[src/rtl/adc_rl_pkg.sv]
package adc_rl_pkg;
  localparam int BYTE_W = 8;

  typedef enum logic [1:0] {
    RES8   = 2'b00,
    RES10  = 2'b01,
    RES12  = 2'b10,
    RES12X = 2'b11
  } resMode_t;

  // strobes from control to datapath
  typedef struct packed {
    logic     load;
    resMode_t mode;
  } dpCtl_t;
endpackage

[src/rtl/adc_rl_ctrl.sv]
module adc_rl_ctrl
  import adc_rl_pkg::*;
(
  input  logic     clk,
  input  logic     rstN,
  input  logic     resValid,
  input  resMode_t mode,
  input  logic     cmpEn,
  input  logic     cmpTrue,
  input  logic     contMode,
  input  logic     intEn,
  input  logic     ctrlWrite,
  input  logic     rdHigh,
  input  logic     rdLow,
  output dpCtl_t   dpCtl,
  output logic     lockActive,
  output logic     cocoFlag,
  output logic     irqFlag,
  output logic     restartReq,
  output logic     convStop
);
  logic cmpFail, blocked, accept, singleFail, armLock;

  always_comb begin
    cmpFail    = cmpEn & ~cmpTrue;
    singleFail = cmpFail & ~contMode;
    blocked    = resValid & lockActive;
    accept     = resValid & ~lockActive & ~cmpFail;
    armLock    = rdHigh & (mode != RES8);
    dpCtl.load = accept;
    dpCtl.mode = mode;
  end

  always_ff @(posedge clk or negedge rstN) begin
    if (!rstN) begin
      lockActive <= 1'b0;
      cocoFlag   <= 1'b0;
      irqFlag    <= 1'b0;
      restartReq <= 1'b0;
      convStop   <= 1'b0;
    end else begin
      if (rdLow)        lockActive <= 1'b0;
      else if (armLock) lockActive <= 1'b1;

      if (accept) begin
        cocoFlag <= 1'b1;
        irqFlag  <= intEn;
      end else if (rdLow || ctrlWrite) begin
        cocoFlag <= 1'b0;
        irqFlag  <= 1'b0;
      end

      restartReq <= blocked & ~singleFail;
      convStop   <= resValid & singleFail;
    end
  end
endmodule

[src/rtl/adc_rl_data.sv]
module adc_rl_data
  import adc_rl_pkg::*;
#(
  parameter int RES_W = 12
) (
  input  logic              clk,
  input  logic              rstN,
  input  dpCtl_t            dpCtl,
  input  logic [RES_W-1:0]  resData,
  output logic [BYTE_W-1:0] resHigh,
  output logic [BYTE_W-1:0] resLow
);
  logic [BYTE_W-1:0] hiRaw, hiNext;

  generate
    if (RES_W > BYTE_W) begin : g_wide
      localparam int HI_W = RES_W - BYTE_W;
      localparam logic [BYTE_W-1:0] MASK_FULL = BYTE_W'((1 << HI_W) - 1);
      localparam logic [BYTE_W-1:0] MASK_10 = BYTE_W'(3) & MASK_FULL;
      always_comb begin
        hiRaw = BYTE_W'(resData >> BYTE_W);
        case (dpCtl.mode)
          RES8:    hiNext = '0;
          RES10:   hiNext = hiRaw & MASK_10;
          default: hiNext = hiRaw & MASK_FULL;
        endcase
      end
    end else begin : g_narrow
      always_comb begin
        hiRaw  = '0;
        hiNext = hiRaw;
      end
    end
  endgenerate

  always_ff @(posedge clk or negedge rstN) begin
    if (!rstN) begin
      resHigh <= '0;
      resLow  <= '0;
    end else if (dpCtl.load) begin
      resHigh <= hiNext;
      resLow  <= resData[BYTE_W-1:0];
    end
  end
endmodule

[src/rtl/adc_result_lock.sv]
module adc_result_lock
  import adc_rl_pkg::*;
#(
  parameter int RES_W = 12
) (
  input  logic             clk,
  input  logic             rstN,
  input  logic             resValid,
  input  logic [RES_W-1:0] resData,
  input  logic [1:0]       modeSel,
  input  logic             cmpEn,
  input  logic             cmpTrue,
  input  logic             contMode,
  input  logic             intEn,
  input  logic             ctrlWrite,
  input  logic             rdHigh,
  input  logic             rdLow,
  input  logic             fifoMode,
  output logic [7:0]       resHigh,
  output logic [7:0]       resLow,
  output logic             cocoFlag,
  output logic             irqOut,
  output logic             lockActive,
  output logic             fifoHold,
  output logic             restartReq,
  output logic             convStop
);
  dpCtl_t dpCtl;

  adc_rl_ctrl i_ctrl (
    .clk        (clk),
    .rstN       (rstN),
    .resValid   (resValid),
    .mode       (resMode_t'(modeSel)),
    .cmpEn      (cmpEn),
    .cmpTrue    (cmpTrue),
    .contMode   (contMode),
    .intEn      (intEn),
    .ctrlWrite  (ctrlWrite),
    .rdHigh     (rdHigh),
    .rdLow      (rdLow),
    .dpCtl      (dpCtl),
    .lockActive (lockActive),
    .cocoFlag   (cocoFlag),
    .irqFlag    (irqOut),
    .restartReq (restartReq),
    .convStop   (convStop)
  );

  adc_rl_data #(.RES_W(RES_W)) i_data (
    .clk     (clk),
    .rstN    (rstN),
    .dpCtl   (dpCtl),
    .resData (resData),
    .resHigh (resHigh),
    .resLow  (resLow)
  );

  assign fifoHold = fifoMode & lockActive;
endmodule

[config.mk]
export PLATFORM = sky130hd
export DESIGN_NAME = adc_result_lock
export DESIGN_NICKNAME = d
export VERILOG_FILES = /design/src/rtl/adc_rl_pkg.sv /design/src/rtl/adc_rl_ctrl.sv /design/src/rtl/adc_rl_data.sv /design/src/rtl/adc_result_lock.sv
export SDC_FILE = /design/constraint.sdc
export NUM_CORES = 1
export LEC_CHECK = 0
export BUFFER_PORTS_ARGS = -buffer_cell sky130_fd_sc_hd__buf_4
export CORE_UTILIZATION = 44
export CTS_CLUSTER_SIZE = 16
export DETAILED_ROUTE_END_ITERATION = 12
export PLACE_DENSITY = 0.91
export SYNTH_ARGS = -nofsm -noshare
export SYNTH_HDL_FRONTEND = slang
export SYNTH_SLANG_ARGS = --single-unit
[constraint.sdc]
create_clock -name clk -period 2.3 [get_ports clk]
set_clock_uncertainty 0.05 [all_clocks]
set_input_delay 0.69 -clock clk [delete_from_list [all_inputs] [get_ports clk]]
set_output_delay 0.69 -clock clk [all_outputs]
set_load 0.02 [all_outputs]
# Word level (Yosys, flattened, before mapping)
# Cells that the tools add are included.
[classes]
n_reduce_logical = 5
eq_ne = 1
n_bitwise = 14
mux = 6
[ops]
columns = ["operator", "n"]
rows = [
  ["$and A1 B1 Y1", 9],
  ["$pmux W4 S2", 1],
  ["$reduce_bool A2 Y1", 3],
  ["$mux W1", 5],
  ["$not A1 Y1", 5],
  ["$eq A2 B1 Y1 const B", 1],
  ["$logic_not A2 Y1", 1],
  ["$logic_or A1 B1 Y1", 1],
]
[word_totals]
regBits = 21
inputBits = 25
wordCells = 33
out_inout_bits = 22

# Logic depth before layout (Yosys ltp)
# Gate-level depths: netlist of run 1.
[depth]
word_depth = 5
depth_mapped = 4

# Hierarchy
# From an unflattened synthesis of run 1, not the netlist that was laid out.
[unflattened]
hier_cells = 61
hier_area_um2 = 755.7
[modules_own_cells]
columns = ["module", "instances", "cells_per_inst", "seq_area_each_um2", "area_per_inst_um2"]
rows = [
  ["adc_rl_data", 1, 40, 300.3, 516.7],
  ["adc_rl_ctrl", 1, 20, 125.1, 232.7],
  ["adc_result_lock", 1, 1, 0.0, 6.3],
]

# Least setup slack after synthesis of run 1
# Ideal clock, no wire load.
[synth_timing]
path_type = "in2out"
start = "input fifoMode"
end = "output fifoHold"
stages = 1
path_buffers = 0
required_time_ps = 1560
arrival_ps = 906
slack_ps = 654
path_cell_list = "and2_1"
[synth_via]
elab_chain_cells = 1
[synth_lines]
columns = ["element", "line", "source"]
rows = [
  ["from (decl)", "adc_result_lock.sv:18", "input logic fifoMode,"],
  ["$and A1 B1 Y1", "adc_result_lock.sv:59", "assign fifoHold = fifoMode & lockActive;"],
  ["to (decl)", "adc_result_lock.sv:24", "output logic fifoHold,"],
]
# No other way between the ends.

# Worst setup path in the final report of run 1
# Same ends and word-level chain as after synthesis.

==> results of run 1 <==
[metal layers]
layer,part of all wire (%),up-vias,wire (um)
li1,-,266,-
met1,36,266,559
met2,56,24,878
met3,6.2,2,97
met4,1.3,0,21
met5,0,-,0
[cell families (layout without fill, tap and decap cells)]
| family | Yosys count | count (layout) | synth area share (%) |
|---|---|---|---|
| simple gates | 6 | 6 | 4.01 |
| mux | 13 | 13 | 20.7 |
| flops | 17 | 17 | 56.9 |
| other cells | 1 | 4 | 0.501 |
| buf+inv | 12 | 53 | 10.2 |
| compound gates | 7 | 7 | 7.69 |
[synthesized netlist by cell type (all sizes together)]
library cell | count | area (um^2)
a21oi | 1 | 5.00
o21ai | 3 | 15.0
buf | 5 | 50.1
and2 | 1 | 6.26
conb | 1 | 3.75
o211a | 1 | 17.5
mux2i | 5 | 50.1
nor2 | 1 | 3.75
o311a | 1 | 11.3
dfrtp | 17 | 425
a21o | 1 | 8.76
nor4b | 1 | 8.76
inv | 7 | 26.3
mux2 | 8 | 105
nand2 | 3 | 11.3
[path summary, 6_finish.rpt]
kind                                    from           endpoint  slack [ns]  cells after the start
max                                 fifoMode           fifoHold        0.48                      3
min                                     rstN  i_data.resHigh[0]        0.19                      1
max reg2reg                i_ctrl.lockActive   i_data.resLow[3]        0.94                      3
min reg2reg                  i_ctrl.cocoFlag    i_ctrl.cocoFlag        0.46                      1
max in group asynchronous               rstN   i_data.resLow[3]        1.82                      1
min in group clk             i_ctrl.cocoFlag    i_ctrl.cocoFlag        0.46                      1
[registers in the layout (all words and copies together) (netlist names)]
name               count
i_ctrl.cocoFlag        1
i_ctrl.lockActive      1
i_data.resHigh         4
i_data.resLow          8
i_ctrl.restartReq      1
i_ctrl.convStop        1
i_ctrl.irqFlag         1
[power breakdown]
| group | switching (uW) | leakage [uW] | total, uW | internal, uW |
|---|---|---|---|---|
| Clock | 93.9 | 0.0000177 | 158 | 64.6 |
| Sequential | 25.3 | 0.000210 | 367 | 342 |
| Combinational | 120 | 0.000343 | 245 | 125 |
| Total | 239 | 0.000570 | 771 | 532 |
[stage by stage]
stage          power [uW]  hold slack (ns)
6_report              771            0.190
5_1_grt               804            0.192
4_1_cts               777            0.197
3_5_place_dp          621            0.422
3_3_place_gp          610            0.423
2_1_floorplan         506            0.344
[cell type report]
class | count | area [um^2]
fill | 129 | 469
inverter | 7 | 26.3
sequential | 17 | 425
timing repair buffer | 42 | 315
tap | 16 | 20.0
multi-input combinational | 30 | 258
clock inverter | 1 | 5.00
clock buffer | 3 | 22.5
==> results.json, run 1 <==
{
  "final.setup.worst_slack_ns": 0.476,
  "floorplan.die_area_um2": 1870,
  "post_route_drc": 0,
  "drive_above_1_share_pct": 57.0,
  "post-route-min-period_ns": 1.82,
  "drt_wl_total_um": 1560,
  "layout_common_cells": "sky130_fd_sc_hd__buf_4, sky130_fd_sc_hd__dfrtp_1, sky130_fd_sc_hd__inv_1, sky130_fd_sc_hd__mux2i_1",
  "netlist_instances": 56,
  "hold_crit_class": "input port to asynchronous set/reset pin",
  "grtUsageMet1_pct": 17.7,
  "post_dp_cell_area_um2": 1040,
  "detailedRoute.firstIterationViolations": 0,
  "clkSlewWorstSetupHoldPaths_ns": 0.10,
  "synth-warning-count": 0,
  "grt.busiest_layer": "met2",
  "finish.cell_count_without_fillers": 116,
  "netlist-cell-type-count": 17,
  "irDropWorstVdd_mv": 0.510,
  "tritoncts.num_buffers": 3,
  "finalMaxSlewViolations": 0,
  "worst_skew_pair.late_latency_ns": 0.28,
  "initial_antenna_violation_count": 0,
  "place_congestion": 0.685,
  "cp-end-kind": "output port",
  "port_buffers": 42,
  "global_route.usage.met3_pct": 5.11,
  "dr.pass1.iters": 1,
  "design_area_um2": 1070,
  "clkSinkCount": 17,
  "timing.critical_path.mode_cell": "sky130_fd_sc_hd__buf_4",
  "critical_path_arrival_ns": 1.08,
  "dieHeight_um": 43.2,
  "route.detailed.vias_per_inst": 4.81,
  "grt_util_all_layers_pct": 17.9,
  "synth_sequential_area_ratio_pct": 56.9,
  "timing.fmax_mhz": 548,
  "place_ws_ns": 0.474,
  "placement_rows": 14,
  "critPathTopFamily": "buffers and inverters",
  "syn-mean-instance-area_um2": 13.4,
  "clock_tree_from_tritoncts": "done",
  "setup_violations": 0,
  "globalRouteMet2Util_pct": 32.2,
  "cts_root_buffer": "sky130_fd_sc_hd__clkbuf_4",
  "first_pass_grt_wire_length_um": 2360,
  "post_cts_resized": 0,
  "totalNegativeSetupSlack_ns": 0,
  "maxCapViolCount": 0,
  "clock_tree.htree_level_count": 1,
  "clock_tree.buffer_depth": 2,
  "die_width_um": 43.2,
  "design.core.area_um2": 1540,
  "area_growth_pct": 43.3,
  "worstPathRequired_ns": 1.56,
  "category_of_the_worst_setup_path_launch_point": "input port",
  "crit_path_max_incr_delay_ns": 0.15,
  "post-cts-setup-buffer-count": 0,
  "grt.overflow.total": 0,
  "run_status": "finished, final reports clean",
  "worst-path-buf-inv": 2,
  "antenna_violating_nets_post_route": 0,
  "report.final.hold_viol_count": 0,
  "first_global_vias": 576,
  "cts_hold_repair.buffers": 0,
  "yosys_register_bits": 17,
  "most_common_cell_after_layout_fill_and_taps_aside": "sky130_fd_sc_hd__buf_4",
  "setup_repair_after_global_routing_missed_its_margin": "no",
  "grt_start_max_net_pins": 18,
  "p_leak_uw": 0.000570,
  "placed_cells": 112,
  "start_util_pct": 48.5,
  "avgRoutedWirePerCell_um": 13.4,
  "worstPathMaxFanout": 1,
  "number_of_diodes_added_for_antenna_fixing": 0,
  "worstSetupPathType": "input port to output port",
  "routed-via-count": 558,
  "ordered_list_of_cells_on_the_worst_path": "buf_4 -> and2_1 -> buf_4",
  "final_nets": 126,
  "synthesis.area_um2": 748,
  "dpl.hpwl_um": 1240,
  "fin_crit_sh_pct": 79.3,
  "finalCoreUtilization_pct": 69.6,
  "design.portCount": 47,
  "power_density_nw_per_um2": 719,
  "cp_slowest_cell": "sky130_fd_sc_hd__buf_4"
}
No activity file was read; power rests on OpenSTA's default activity.
==> run 2: changes to the inputs <==
--- a/config.mk
+++ b/config.mk
@@ -5,11 +5,13 @@
 export SDC_FILE = /design/constraint.sdc
 export NUM_CORES = 1
 export LEC_CHECK = 0
+export ABC_AREA = 1
 export BUFFER_PORTS_ARGS = -buffer_cell sky130_fd_sc_hd__buf_4
-export CORE_UTILIZATION = 44
+export CORE_ASPECT_RATIO = 0.7
+export CORE_UTILIZATION = 36
 export CTS_CLUSTER_SIZE = 16
 export DETAILED_ROUTE_END_ITERATION = 12
-export PLACE_DENSITY = 0.91
+export PLACE_DENSITY = 0.81
 export SYNTH_ARGS = -nofsm -noshare
 export SYNTH_HDL_FRONTEND = slang
 export SYNTH_SLANG_ARGS = --single-unit
==> constraint.sdc (replaced) <==
create_clock -name clk -period 1.5 [get_ports clk]
set_clock_uncertainty 0.05 [all_clocks]
set_input_delay 0.45 -clock clk [delete_from_list [all_inputs] [get_ports clk]]
set_output_delay 0.45 -clock clk [all_outputs]
set_load 0.02 [all_outputs]
==> run 2 against run 1 <==
Power increased by 48%; critical endpoint unchanged; cell count increased by 32%; die area increased by 20%.
==> results.json, run 2 <==
{
  "cp-end-kind": "output port",
  "final.setup.worst_slack_ns": 0.0177,
  "design.core.area_um2": 1890,
  "critical_path_arrival_ns": 0.98,
  "category_of_the_worst_setup_path_launch_point": "flip-flop",
  "p_leak_uw": 0.000645,
  "design_area_um2": 1130,
  "route.detailed.vias_per_inst": 4.54,
  "clkSlewWorstSetupHoldPaths_ns": 0.10,
  "synth_most_common_cell": "sky130_fd_sc_hd__nand2_1",
  "drive_above_1_share_pct": 44.3,
  "critPathTopFamily": "flip-flops",
  "initial_antenna_violation_count": 0,
  "place_congestion": 0.695,
  "dr.pass1.iters": 3,
  "floorplan.die_area_um2": 2240,
  "final_nets": 157,
  "crit_path_max_incr_delay_ns": 0.45,
  "ys_top_cells_by_area": "sky130_fd_sc_hd__dfrtp_1, sky130_fd_sc_hd__nand2_1, sky130_fd_sc_hd__nand3_1, sky130_fd_sc_hd__o21ai_0, sky130_fd_sc_hd__buf_4",
  "power_density_nw_per_um2": 1010,
  "post_synth_most_frequent_cells": "sky130_fd_sc_hd__nand2_1, sky130_fd_sc_hd__dfrtp_1, sky130_fd_sc_hd__nand3_1",
  "finalMaxSlewViolations": 0,
  "layout_common_cells": "sky130_fd_sc_hd__buf_4, sky130_fd_sc_hd__nand2_1, sky130_fd_sc_hd__dfrtp_1, sky130_fd_sc_hd__nand3_1, sky130_fd_sc_hd__o21ai_0",
  "irDropWorstVdd_mv": 0.625,
  "most_common_cell_after_layout_fill_and_taps_aside": "sky130_fd_sc_hd__buf_4",
  "report.final.hold_viol_count": 0,
  "synth_top_flop_cell": "sky130_fd_sc_hd__dfrtp_1",
  "fin_crit_sh_pct": 98.8,
  "async_reset_ff_share_pct": 100,
  "tritoncts.num_buffers": 3,
  "synth_sequential_area_ratio_pct": 57.5,
  "clock_tree_from_tritoncts": "done",
  "hold_crit_class": "input port to flip-flop",
  "dpl.hpwl_um": 1210,
  "worstPathRequired_ns": 1.00,
  "start_util_pct": 39.2,
  "synthesis.area_um2": 739,
  "grt.overflow.total": 0,
  "routed-via-count": 694,
  "crit_cells": 3,
  "netlist.area_leader.share_pct": 57.5,
  "area_growth_pct": 52.5,
  "top_regs": "i_data.resLow x8, i_data.resHigh x4",
  "grt_start_max_net_pins": 19,
  "place_ws_ns": 0.212,
  "clkSinkCount": 17,
  "post_route_drc": 0,
  "netlist_instances": 82,
  "synth_enable_flop_cells": 0,
  "number_of_diodes_added_for_antenna_fixing": 0,
  "totalPowerFinal_uw": 1140,
  "register_with_the_highest_flop_count": "i_data.resLow",
  "worst_skew_pair.late_latency_ns": 0.29,
  "setup_repair_after_global_routing_missed_its_margin": "yes",
  "yosys_register_bits": 17,
  "worst-path-buf-inv": 2,
  "placement_rows": 13,
  "drt_wl_total_um": 1720,
  "synth-warning-count": 0,
  "cp_slowest_cell": "sky130_fd_sc_hd__dfrtp_2",
  "die_width_um": 56.2,
  "detailedRoute.firstIterationViolations": 29,
  "worstSetupPathType": "flip-flop to output port",
  "worstPathMaxFanout": 4,
  "grt_util_all_layers_pct": 17.1,
  "largest_register_ffs": 8,
  "first_global_vias": 634,
  "timing.fmax_mhz": 675,
  "ordered_list_of_cells_on_the_worst_path": "nand2_2 -> inv_2 -> buf_6",
  "antenna_violating_nets_post_route": 0,
  "avgRoutedWirePerCell_um": 11.2,
  "r2r.worst_path.cells": 6,
  "port_buffers": 42,
  "netlist-cell-type-count": 16,
  "cts_root_buffer": "sky130_fd_sc_hd__clkbuf_4",
  "maxCapViolCount": 0,
  "whs_path_depth": 2,
  "syn-mean-instance-area_um2": 9.02,
  "setup_violations": 0,
  "dieHeight_um": 39.9,
  "post_dp_cell_area_um2": 1070,
  "run_status": "finished, final reports clean",
  "post-route-min-period_ns": 1.48,
  "design.portCount": 47,
  "clock_tree.buffer_depth": 2,
  "first_pass_grt_wire_length_um": 2690,
  "clock_tree.htree_level_count": 1,
  "synth_largest_area_cell": "sky130_fd_sc_hd__dfrtp_1"
}
run 2: changes by cell type in the layout (fill, tap and decap cells not counted), moves of 3 or more:
cell,before,now
sky130_fd_sc_hd__mux2i_1,5,0
sky130_fd_sc_hd__o21ai_0,3,6
sky130_fd_sc_hd__nand2_1,3,27
sky130_fd_sc_hd__buf_4,42,45
sky130_fd_sc_hd__nand3_1,0,10
sky130_fd_sc_hd__mux2_2,4,0
sky130_fd_sc_hd__mux2_4,4,0
run 2: area by class of cell:
class                   instances  area [um^2]
clock inverters                 1         5.00
flip-flops and latches         17          427
multi-input cells              56          260
well taps                      22         27.5
fillers                       178          759
repair buffers                 47          359
clock buffers                   3         22.5
inverters                       7         26.3
run 2: kinds of logic after synthesis:
group | Yosys count | share of synthesized area [%]
other cells | 1 | 0.507
flops | 17 | 57.5
simple gates | 44 | 26.9
compound gates | 8 | 5.92
buf+inv | 12 | 9.14
run 2: layer usage:
metal  vias to the layer above  part of all wire, %  GRT usage, %
met5                         -                    0             0
met4                         0                  1.9          9.15
met2                        25                   52          33.3
met3                         4                  5.1          6.60
met1                       316                   41          16.5
li1                        349                    -             -
run 2: timing repair:
| item | 4_1_cts | 5_1_grt |
|---|---|---|
| pin swaps | 0 | 1 |
| hold endpoints to repair | 17 | 0 |
| gates resized for setup | 1 | 3 |
| buffers inserted | 1 | 1 |
| setup endpoints to repair | 1 | 1 |
| hold buffers | 1 | 0 |
run 2: where the power goes:
part	internal, uW	total (uW)	switching [uW]	leakage, uW
logic	159	349	189	0.000413
clock network	99.2	245	146	0.0000177
registers	517	549	31.9	0.000214
total	776	1140	367	0.000645
run 2: worst paths after layout:
| kind | start | endpoint | slack, ns |
|---|---|---|---|
| worst max-delay path | i_ctrl.lockActive | fifoHold | 0.02 |
| worst min-delay path | rdLow | i_ctrl.lockActive | 0.24 |
| worst min register to register | i_data.resLow[3] | i_data.resLow[3] | 0.43 |
| min in group asynchronous | rstN | i_ctrl.restartReq | 0.52 |
| worst max register to register | i_ctrl.lockActive | i_data.resHigh[0] | 0.09 |
| max in group asynchronous | rstN | i_ctrl.lockActive | 0.69 |
run 2: per-stage QoR:
step	setup TNS (ns)	hold slack, ns	cells	util [%]
5_1_grt	-0.0330	0.222	153	59.7
2_1_floorplan	0	0.104	85	-
4_1_cts	0	0.234	152	59.0
6_report	0	0.242	153	59.7
3_3_place_gp	0	0.271	146	56.6
3_5_place_dp	0	0.276	146	56.6
==> run 3: changes to the inputs <==
--- a/config.mk
+++ b/config.mk
@@ -8,10 +8,11 @@
 export ABC_AREA = 1
 export BUFFER_PORTS_ARGS = -buffer_cell sky130_fd_sc_hd__buf_4
 export CORE_ASPECT_RATIO = 0.7
-export CORE_UTILIZATION = 36
+export CORE_UTILIZATION = 37
 export CTS_CLUSTER_SIZE = 16
 export DETAILED_ROUTE_END_ITERATION = 12
-export PLACE_DENSITY = 0.81
+export PLACE_DENSITY = 0.82
 export SYNTH_ARGS = -nofsm -noshare
 export SYNTH_HDL_FRONTEND = slang
+export SYNTH_HIERARCHICAL = 1
 export SYNTH_SLANG_ARGS = --single-unit
==> constraint.sdc (replaced) <==
create_clock -name clk -period 1.5 [get_ports clk]
set_clock_uncertainty 0.05 [all_clocks]
set_input_delay 0.45 -clock clk [delete_from_list [all_inputs] [get_ports clk]]
set_output_delay 0.45 -clock clk [all_outputs]
set_load 0.1 [all_outputs]
==> run 3 against run 2 <==
The flow now finishes with violations (design-rule violations, negative setup slack); flip-flop and latch count unchanged; global-route usage increased by 1.0 points; sequential share of layout area decreased by 1.6 points; clock-buffer cell count increased by 1; synthesized area increased by 6.3%; synthesized cell count increased by 16%; maximum frequency decreased by 9.5%; core utilization increased by 1.9 points; cell count increased by 6.5%; final area increased by 4.9%; die area increased by 3.2%; critical endpoint unchanged; largest cell class unchanged.
==> results.json, run 3 <==
{
  "drive_above_1_share_pct": 42.6,
  "syn-mean-instance-area_um2": 8.27,
  "routed-via-count": 715,
  "dieHeight_um": 40.6,
  "netlist_instances": 95,
  "netlist-cell-type-count": 15,
  "antenna_violating_nets_post_route": 0,
  "initial_antenna_violation_count": 0,
  "clock_tree.buffer_depth": 2,
  "drt_wl_total_um": 1860,
  "design_area_um2": 1180,
  "area_occupied_by_multi_input_gates_um2": 255,
  "clock_tree_from_tritoncts": "done",
  "top_regs": "i_data/resLow x8, i_data/resHigh x4",
  "async_reset_ff_share_pct": 100,
  "setup_violations": 2,
  "cp-end-kind": "output port",
  "critPathTopFamily": "flip-flops",
  "post_route_drc": 2,
  "synthesis.area_um2": 786,
  "final.setup.worst_slack_ns": -0.137,
  "timing.fmax_mhz": 611,
  "final_nets": 167,
  "place_congestion": 0.747,
  "layout_common_cells": "sky130_fd_sc_hd__nand2_1, sky130_fd_sc_hd__buf_4, sky130_fd_sc_hd__dfrtp_1, sky130_fd_sc_hd__inv_1",
  "p_leak_uw": 0.000693,
  "irDropWorstVdd_mv": 0.712,
  "synth_enable_flop_cells": 0,
  "netlist.area_leader.share_pct": 54.1,
  "maxCapViolCount": 0,
  "avgRoutedWirePerCell_um": 11.4,
  "post_dp_cell_area_um2": 1090,
  "grt_start_max_net_pins": 18,
  "grt_util_all_layers_pct": 18.1,
  "worstPathMaxFanout": 4,
  "start_util_pct": 40.9,
  "crit_path_max_incr_delay_ns": 0.52,
  "number_of_diodes_added_for_antenna_fixing": 0,
  "register_with_the_highest_flop_count": "i_data/resLow",
  "category_of_the_worst_setup_path_launch_point": "flip-flop",
  "setup_repair_after_global_routing_missed_its_margin": "yes",
  "synth-warning-count": 6,
  "floorplan.die_area_um2": 2310,
  "post_synth_most_frequent_cells": "sky130_fd_sc_hd__nand2_1, sky130_fd_sc_hd__dfrtp_1, sky130_fd_sc_hd__inv_1",
  "totalNegativeSetupSlack_ns": -0.249,
  "first_pass_grt_wire_length_um": 2900,
  "run_status": "finished with violations",
  "post-route-min-period_ns": 1.64,
  "final.hold.worst_slack_ns": 0.281,
  "synth_sequential_area_ratio_pct": 54.1,
  "ff_latch_area_um2": 429,
  "violations_in_the_final_reports": "design-rule violations, negative setup slack",
  "clkSinkCount": 17,
  "ys_top_cells_by_area": "sky130_fd_sc_hd__dfrtp_1, sky130_fd_sc_hd__nand2_1, sky130_fd_sc_hd__buf_4, sky130_fd_sc_hd__inv_1, sky130_fd_sc_hd__buf_6",
  "synth_largest_area_cell": "sky130_fd_sc_hd__dfrtp_1",
  "worst-path-buf-inv": 2,
  "power_density_nw_per_um2": 1340,
  "design.core.area_um2": 1920,
  "design.portCount": 47,
  "yosys_register_bits": 17,
  "cp_slowest_cell": "sky130_fd_sc_hd__dfrtp_4",
  "die_width_um": 57.1,
  "worstSetupPathType": "flip-flop to output port",
  "clkSlewWorstSetupHoldPaths_ns": 0.09,
  "grt.overflow.total": 0,
  "first_global_vias": 624,
  "report.final.hold_viol_count": 0,
  "synth_most_common_cell": "sky130_fd_sc_hd__nand2_1",
  "route.detailed.vias_per_inst": 4.39,
  "placement_rows": 13,
  "synth_top_flop_cell": "sky130_fd_sc_hd__dfrtp_1",
  "dr.pass1.iters": 8,
  "largest_register_ffs": 8,
  "hold_crit_class": "input port to flip-flop",
  "filler_cell_count": 174,
  "detailedRoute.firstIterationViolations": 8,
  "worst_skew_pair.late_latency_ns": 0.28,
  "dpl.hpwl_um": 1390,
  "critical_path_arrival_ns": 1.14,
  "cts_root_buffer": "sky130_fd_sc_hd__clkbuf_4",
  "ordered_list_of_cells_on_the_worst_path": "nand2_4 -> clkinvlp_4 -> buf_6",
  "fin_crit_sh_pct": 109,
  "finalMaxSlewViolations": 0,
  "area_growth_pct": 50.5,
  "clock_tree.htree_level_count": 1,
  "worstPathRequired_ns": 1.00,
  "tritoncts.num_buffers": 3,
  "port_buffers": 42
}
[run 3: changes by cell type in the layout (fill, tap and decap cells not counted), moves of 2 or more]
cell / delta
sky130_fd_sc_hd__buf_6: +3
sky130_fd_sc_hd__clkinvlp_4: +2
sky130_fd_sc_hd__nand3_1: -6
sky130_fd_sc_hd__nand2_1: +14
sky130_fd_sc_hd__buf_4: -4
sky130_fd_sc_hd__inv_1: +3
sky130_fd_sc_hd__o21ai_0: -5
[run 3: path summary, 6_finish.rpt]
path	depth (start not counted)	start	end	slack [ns]
setup / recovery	3	i_ctrl/lockActive	fifoHold	-0.14
hold / removal	2	rdLow	i_ctrl/lockActive	0.28
setup reg to reg	7	i_ctrl/lockActive	i_data/resLow[3]	0.08
hold reg to reg	2	i_data/resLow[2]	i_data/resLow[2]	0.44
max in group asynchronous	2	rstN	i_ctrl/lockActive	0.66
min in group asynchronous	2	rstN	i_ctrl/irqFlag	0.53
[run 3: metrics by stage]
step / instances / setup slack [ns] / power [uW] / util (%)
floorplan: 98 / -0.136 / 1150 / -
global placement: 154 / 0.0770 / 1320 / 56.6
detailed placement: 154 / 0.0183 / 1320 / 56.6
CTS: 160 / -0.142 / 1570 / 59.3
global route: 163 / -0.185 / 1650 / 61.6
finish: 163 / -0.137 / 1580 / 61.6
[run 3: routing by layer]
layer | vias up | track usage, % | share of wire (%)
met5 | - | 0 | 0
met4 | 0 | 5.49 | 0.64
met3 | 2 | 5.81 | 5.4
met2 | 25 | 35.3 | 53
met1 | 328 | 19.6 | 41
li1 | 360 | - | -
[run 3: repair_timing]
action | CTS | global route
hold buffers | 1 | 0
setup buffers | 1 | 2
resized for setup | 2 | 6
hold endpoints to repair | 17 | 0
setup endpoints to repair | 2 | 16
cloned | 0 | 1
[run 3: cells by family (layout without fill, tap and decap cells)]
family,count (synthesis),count (layout),share of synthesized area (%)
other,1,4,0.477
AO/OA/AOI/OAI,2,2,1.27
flip-flops,17,17,54.1
AND/OR/NAND/NOR,53,53,28.3
buffers and inverters,22,65,15.8
[run 3: worst reg2reg max path, stage by stage (launching register included)]
cell and delay [ns]:
sky130_fd_sc_hd__dfrtp_4 0.52, sky130_fd_sc_hd__buf_4 0.16, sky130_fd_sc_hd__nor2_4 0.12, sky130_fd_sc_hd__nand2_2 0.10
sky130_fd_sc_hd__clkinvlp_4 0.12, sky130_fd_sc_hd__inv_2 0.11, sky130_fd_sc_hd__nand2_1 0.08, sky130_fd_sc_hd__nand2_1 0.05
[run 3: layout make-up]
| class | count | area share [%] |
|---|---|---|
| sequential | 17 | 36.3 |
| tap | 22 | 2.33 |
| multi-input combinational | 59 | 21.6 |
| timing repair buffer | 47 | 32.4 |
| clock buffer | 4 | 2.22 |
| inverter | 13 | 4.76 |
| timing repair inverter | 1 | 0.423 |
[run 3: report_power, final]
group,switching (uW),internal [uW],total (uW)
sequential,40.4,518,559
combinational,610,177,788
clock,131,103,234
